### config.mk
export PLATFORM = sky130hd
export DESIGN_NAME = strap_capture_top
export DESIGN_NICKNAME = d
export VERILOG_FILES = /design/src/rtl/strap_pkg.sv /design/src/rtl/strap_ctrl.sv /design/src/rtl/strap_dp.sv /design/src/rtl/strap_capture_top.sv
export SDC_FILE = /design/constraint.sdc
export NUM_CORES = 1
export LEC_CHECK = 0
export ABC_AREA = 1
export ABC_CLOCK_PERIOD_IN_PS = 1300
export BUFFER_PORTS_ARGS = -buffer_cell sky130_fd_sc_hd__buf_2
export CAP_MARGIN = 20
export CORE_ASPECT_RATIO = 0.7
export CORE_MARGIN = 1
export CORE_UTILIZATION = 47
export DETAILED_ROUTE_END_ITERATION = 12
export GPL_ROUTABILITY_DRIVEN = 0
export PLACE_DENSITY = 0.78
export REMOVE_ABC_BUFFERS = 1
export SLEW_MARGIN = 30
export SYNTH_ARGS = -nofsm -noshare
export SYNTH_HDL_FRONTEND = slang
export SYNTH_SLANG_ARGS = --single-unit
### constraint.sdc
create_clock -name clk -period 1.3 [get_ports clk]
set_input_delay 0.13 -clock clk [delete_from_list [all_inputs] [get_ports clk]]
set_output_delay 0.13 -clock clk [all_outputs]
set_load 0.05 [all_outputs]
### src/rtl/strap_pkg.sv
package strap_pkg;
  typedef struct packed {
    logic sampleNow;
    logic timerRun;
  } ctlStrobes_t;
endpackage

### src/rtl/strap_ctrl.sv
module strap_ctrl
  import strap_pkg::*;
#(
  parameter int TERM_COUNT = 28636
) (
  input  logic        clk,
  input  logic        rstN,
  output ctlStrobes_t strobes
);
  localparam int CNT_W = $clog2(TERM_COUNT + 1);
  localparam logic [CNT_W-1:0] LAST = CNT_W'(TERM_COUNT - 1);

  logic [CNT_W-1:0] waitCnt;
  logic             waitDone;

  always_ff @(posedge clk or negedge rstN) begin
    if (!rstN) begin
      waitCnt  <= '0;
      waitDone <= 1'b0;
    end else if (!waitDone) begin
      if (waitCnt == LAST) waitDone <= 1'b1;
      else                 waitCnt  <= waitCnt + 1'b1;
    end
  end

  always_comb begin
    strobes.timerRun  = !waitDone;
    strobes.sampleNow = !waitDone && (waitCnt == LAST);
  end

  AST_CNT_RANGE: assert property (@(posedge clk) disable iff (!rstN)
    waitCnt <= LAST);
  AST_DONE_STICKY: assert property (@(posedge clk) disable iff (!rstN)
    waitDone |=> waitDone);
  AST_SAMPLE_ONCE: assert property (@(posedge clk) disable iff (!rstN)
    strobes.sampleNow |=> !strobes.sampleNow);
endmodule

### src/rtl/strap_dp.sv
module strap_dp
  import strap_pkg::*;
#(
  parameter int FS_W = 5
) (
  input  logic              clk,
  input  logic              rstN,
  input  ctlStrobes_t       strobes,
  input  logic [FS_W:0]     padIn,
  input  logic [FS_W:0]     clkSrc,
  output logic [FS_W:0]     padOut,
  output logic [FS_W:0]     padOe,
  output logic [FS_W-1:0]   fsCode,
  output logic              sioRate24,
  output logic              strapValid
);
  localparam int NUM_PINS = FS_W + 1;
  localparam int SIO_IDX  = FS_W;

  logic [NUM_PINS-1:0] capReg;
  logic [NUM_PINS-1:0] oeReg;
  logic                validReg;

  for (genvar i = 0; i < NUM_PINS; i++) begin : g_pin
    always_ff @(posedge clk or negedge rstN) begin
      if (!rstN) begin
        capReg[i] <= 1'b0;
        oeReg[i]  <= 1'b0;
      end else if (strobes.sampleNow) begin
        capReg[i] <= padIn[i];
        oeReg[i]  <= 1'b1;
      end
    end
    assign padOut[i] = oeReg[i] & clkSrc[i];
  end

  always_ff @(posedge clk or negedge rstN) begin
    if (!rstN)                  validReg <= 1'b0;
    else if (strobes.sampleNow) validReg <= 1'b1;
  end

  assign padOe      = oeReg;
  assign fsCode     = capReg[FS_W-1:0];
  assign sioRate24  = capReg[SIO_IDX];
  assign strapValid = validReg;

  AST_CAPTURE: assert property (@(posedge clk) disable iff (!rstN)
    $rose(validReg) |-> capReg == $past(padIn));
  AST_FROZEN: assert property (@(posedge clk) disable iff (!rstN)
    validReg |=> $stable(capReg));
  AST_OE_WITH_VALID: assert property (@(posedge clk) disable iff (!rstN)
    (oeReg == '0 && !validReg) || (oeReg == '1 && validReg));
  AST_NO_EARLY_OE: assert property (@(posedge clk) disable iff (!rstN)
    strobes.timerRun && !strobes.sampleNow |-> oeReg == '0);
endmodule

### src/rtl/strap_capture_top.sv
module strap_capture_top
  import strap_pkg::*;
#(
  parameter int TERM_COUNT = 28636
) (
  input  logic       clk,
  input  logic       rstN,
  input  logic [5:0] padIn,
  input  logic [5:0] clkSrc,
  output logic [5:0] padOut,
  output logic [5:0] padOe,
  output logic [4:0] fsCode,
  output logic       sioRate24,
  output logic       strapValid
);
  ctlStrobes_t strobes;

  strap_ctrl #(.TERM_COUNT(TERM_COUNT)) u_ctrl (
    .clk     (clk),
    .rstN    (rstN),
    .strobes (strobes)
  );

  strap_dp #(.FS_W(5)) u_dp (
    .clk        (clk),
    .rstN       (rstN),
    .strobes    (strobes),
    .padIn      (padIn),
    .clkSrc     (clkSrc),
    .padOut     (padOut),
    .padOe      (padOe),
    .fsCode     (fsCode),
    .sioRate24  (sioRate24),
    .strapValid (strapValid)
  );
endmodule

---- Word level (Yosys, flattened, before mapping) ----
Cells that the tools add are included.
word-level totals
  bits in registers ....................... 23
  input bits .............................. 14
  output and inout bits ................... 19
operators by class
  add/subtract/negate cells ............... 1
  equality and inequality tests ........... 1
  muxes and demuxes ....................... 2
  bitwise logic cells ..................... 8
  reductions and logical operators ........ 3
operator list
  kind                     count
  $add A15 B1 Y15 const B  1
  $eq A15 B15 Y1 const B   1
  $and A1 B1 Y1            6
  $mux W1                  2
  $not A1 Y1               2
  $reduce_and A2 Y1        1
  $logic_and A1 B1 Y1      1
  $logic_not A1 Y1         1

---- Depth between registers and ports, before layout ----
  depth in word-level cells ............... 3
  gate-level depth with buffers ........... 9
  depth with buffers taken out ............ 8

---- Cells and area by module ----
From an unflattened synthesis, not the netlist that was laid out.
second synthesis, totals
  cell total of the unflattened synthesis .. 192
  area total of the unflattened synthesis .. 1368.8 µm²
modules (own cells, without submodules)
  module      instances  cells an instance  area an instance (µm²)  sequential area each (µm²)
  strap_ctrl  1          147                1026.0                  400.4
  strap_dp    1          45                 342.8                   175.2

---- Least setup slack after synthesis ----
Ideal clock, no wire load.
  path type ............................... flip-flop to flip-flop
  from .................................... reg u_ctrl.waitCnt[0]
  to ...................................... reg u_ctrl.waitCnt[14]
  setup time .............................. 116 ps
  arrival time ............................ 1261 ps
  required time ........................... 1184 ps
  slack ................................... -77 ps
  cell stages (with the launch flop) ...... 10
  clock period less this slack ............ 1377 ps
  cells stage by stage .................... dfrtp_1 -> ha_1 -> nand2_1 -> nor2_1 -> nand2_2 -> nor2_8 -> nor2_4 -> buf_6 -> nand2_1 -> nand2_1
between the ends
  word-level cells in the longest chain between the ends .. 3
  elaborated cells on any way between the ends .. 4
  those cells by class .................... 1 x add/sub; 1 x eq/ne; 1 x bitwise; 1 x reduce/logical
ends and longest elaborated chain
  item                                                                     line              text
  start, declared                                                          strap_ctrl.sv:13  logic [CNT_W-1:0] waitCnt;
  start signal, assigned                                                   strap_ctrl.sv:22  else waitCnt <= waitCnt + 1'b1;
  parallel branches: the longest is 3 deep, another holds $add A15 B1 Y15  --
Parallel ways; which one is timed is not known.
A chain may end at the register's enable or synchronous reset.

---- Final worst setup path ----
  from .................................... reg u_ctrl.waitCnt[0]
  to ...................................... reg u_ctrl.waitCnt[2]
The elaborated chain is that of the path after synthesis.

==> metrics <==
status finished with violations; failing checks negative setup slack; fin crit share 107%; share of layout cells above drive strength 1 35.8%; worst-path cell chain ha_2 > nand2_2 > nor2_2 > nand2_2 > nor2_8 > nor2_4 > buf_12 > nand2_1 > nand2_1; Worst setup EP type flip-flop; Site Rows 15; Crit Path Category flip-flop to flip-flop; multi-input logic area 706 um2; Cells after Synth 188; fin nets around 260; Area growth, synth to finish 33.7%; crit path buf inv count 1; Post-route DRC 0; commonest non-fill, non-tap cell in the layout nand2_1; GRT Total Usage 21.5%; commonest cells after routing, fill and taps aside nand2_1 (85), buf_4 (28), buf_2 (25); Overflow after GRT 0; H-Tree Depth 1; Register Area 577 um2; final core utilization just over 70%; sequential element share of the synthesized area 41.9%; total of max-cap violations 0; worst-path cell with the longest stage delay dfrtp_1; Crit Path Max Fanout 15; r2r setup slk -0.09 ns; DP Area ~1700 um2; DRT Pass-1 Iters 4; sw frac 21.8%; vias per cell around 4.7; mean post-synth cell area 7.30 um2; max-slew violation count 0; Core Area 2610 um2; setup ws final -0.0857 ns; Routed Antenna Nets 0; placed instance count 268; Die Footprint 3140 um2; Antenna diodes 0; crit path DAT 1.55 ns; Post-Route WL between 3000 and 4000 um; largest net degree at the start of global routing 24; worst r2r src u_ctrl.waitCnt[0]$_DFFE_PN0P_; crit path launch type flip-flop; R2R cell count 9; worst setup path start u_ctrl.waitCnt[0]$_DFFE_PN0P_; Place WS -0.177 ns; #FFs+latches synth 23; VDD IR-drop max approximately 620 uV; internal power 0.945 mW; DP HPWL about 2300 um; Fmax 722 MHz; I/O pin cnt 33; CP required 1.46 ns; CTS sink count 23; Comb pwr share between 2 and 3%; Hold Path Class input pin to flip-flop; die height 47.2 um; number of distinct library cells after synthesis 18; Fill cells 211; number of global-route vias before repair 1,026; CTS clock-pin slew for the worst setup and hold paths 0.09 ns; clock share of power 38.0%; relative slew slack 65.4%; Static Leak between 1 and 1.5 nW; final hold violations 0; initial antenna violation count 0; Fin Clk Skew 0.00765 ns; unrepaired setup endpoints after global routing yes; number of setup violations in the final report 18; Worst-Margin Slew 0.519 ns; Root Buffer clkbuf_8; CP top delay family simple AND/OR/NAND/NOR gates; Final TNS setup -0.852 ns; Starting Density a little over half; Starting DRT DRC Count 104; sequential cell fraction of total power 59.2%; number of synthesis warnings 0; CP max stage delay between 0.3 and 0.4 ns; post-route cell area 1840 um2; post-route insts no fill 277; WP depth 9; NetSw 0.263 mW; Period minus WS final 1.39 ns; CTS tree yes; number of port buffers 32; vias 1,295; worst r2r dst u_ctrl.waitCnt[2]$_DFFE_PN0P_; total CTS buffers 3; P per Cell Area roughly 660 nW/um2; die extent in x 66.6 um; Worst Setup EP u_ctrl.waitCnt[2]$_DFFE_PN0P_; Skew-Pair Late Insertion Delay between 0.2 and 0.3 ns; global-route wire length before repair 4770 um; wire length per cell 11.7 um; CTS max path bufs 2; Mapped Area 1370 um2
[metal layers]
layer | wire length [um] | track usage [%]
met1 | 1650 | 31.1
met2 | 1470 | 30.7
met3 | 82 | 6.55
met4 | 27 | 6.38
met5 | 0 | 0
[cell families (layout without fill, tap and decap cells)]
kind of cell,Yosys count,count (layout),synth area share (%)
buf+inv,25,80,9.57
flops,23,23,41.9
xor+xnor,7,7,4.47
simple gates,131,131,41.9
compound gates,1,1,1.19
fa+ha+maj,1,1,0.911
[synth_stat cells, drive strengths merged]
cell type | n | area [um2]
dfrtp | 23 | 576
nand4 | 4 | 25.0
ha | 1 | 12.5
nand3 | 12 | 60.1
buf | 8 | 67.6
nand2 | 97 | 382
xor2 | 5 | 43.8
o21ai | 1 | 16.3
nand3b | 2 | 15.0
nor2 | 16 | 93.8
xnor2 | 2 | 17.5
inv | 17 | 63.8
[timing repair]
item	4_1_cts	5_1_grt
hold buffers	1	0
gates resized for setup	3	27
endpoints found under the setup margin	27	29
hold endpoints to repair	23	0
setup buffers	2	3
pin swaps	4	5
[power by group through the flow]
stage / clock network [mW] / logic, mW / registers, mW
6_report: 0.459 / 0.0339 / 0.715
5_1_grt: 0.497 / 0.0388 / 0.715
4_1_cts: 0.463 / 0.0353 / 0.715
3_5_place_dp: 0 / 0.0330 / 0.729
3_3_place_gp: 0 / 0.0323 / 0.729
2_1_floorplan: 0 / 0.0000367 / 0.729
[metrics by stage]
stage | power, mW | hold WS [ns]
3_5_place_dp | 0.762 | 0.136
4_1_cts | 1.21 | 0.0841
6_report | 1.21 | 0.0836
2_1_floorplan | 0.729 | -0.166
3_3_place_gp | 0.761 | 0.131
5_1_grt | 1.25 | 0.0914
[state kept, by name (all words and copies together), names as in the netlist]
signal,flops
u_dp.sioRate24,1
u_dp.padOe,1
u_ctrl.waitCnt,15
u_ctrl.waitDone,1
u_dp.fsCode,5
[worst register-to-register path: stages, from the launching register on]
cell and delay (ns):
dfrtp_1 0.37, ha_2 0.19, nand2_2 0.06, nor2_2 0.09, nand2_2 0.12, nor2_8 0.13, nor2_4 0.06, buf_12 0.14
nand2_1 0.08, nand2_1 0.06
[how the worst min path moves through the flow]
| stage | startpoint | depth (start not counted) | endpoint | slack [ns] |
|---|---|---|---|---|
| final | padIn[3] | 3 | u_dp.fsCode[3]$_DFFE_PN0P_ | 0.08 |
| after floorplan | rstN | 0 | u_ctrl.waitCnt[0]$_DFFE_PN0P_ | -0.17 |
| after detailed placement | rstN | 1 | u_ctrl.waitCnt[11]$_DFFE_PN0P_ | 0.14 |
| after global placement | rstN | 1 | u_ctrl.waitCnt[10]$_DFFE_PN0P_ | 0.13 |
| after CTS | padIn[0] | 3 | u_dp.fsCode[0]$_DFFE_PN0P_ | 0.08 |
| after global routing | padIn[3] | 3 | u_dp.fsCode[3]$_DFFE_PN0P_ | 0.09 |
[area by class of cell]
cell class / instances / share of cell area [%]
clock inverter: 1 / 0.273
tap: 34 / 2.32
multi-input combinational: 140 / 38.4
inverter: 17 / 3.48
sequential: 23 / 31.4
timing repair buffer: 59 / 21.8
clock buffer: 3 / 2.25
No activity file was read; power rests on OpenSTA's default activity.
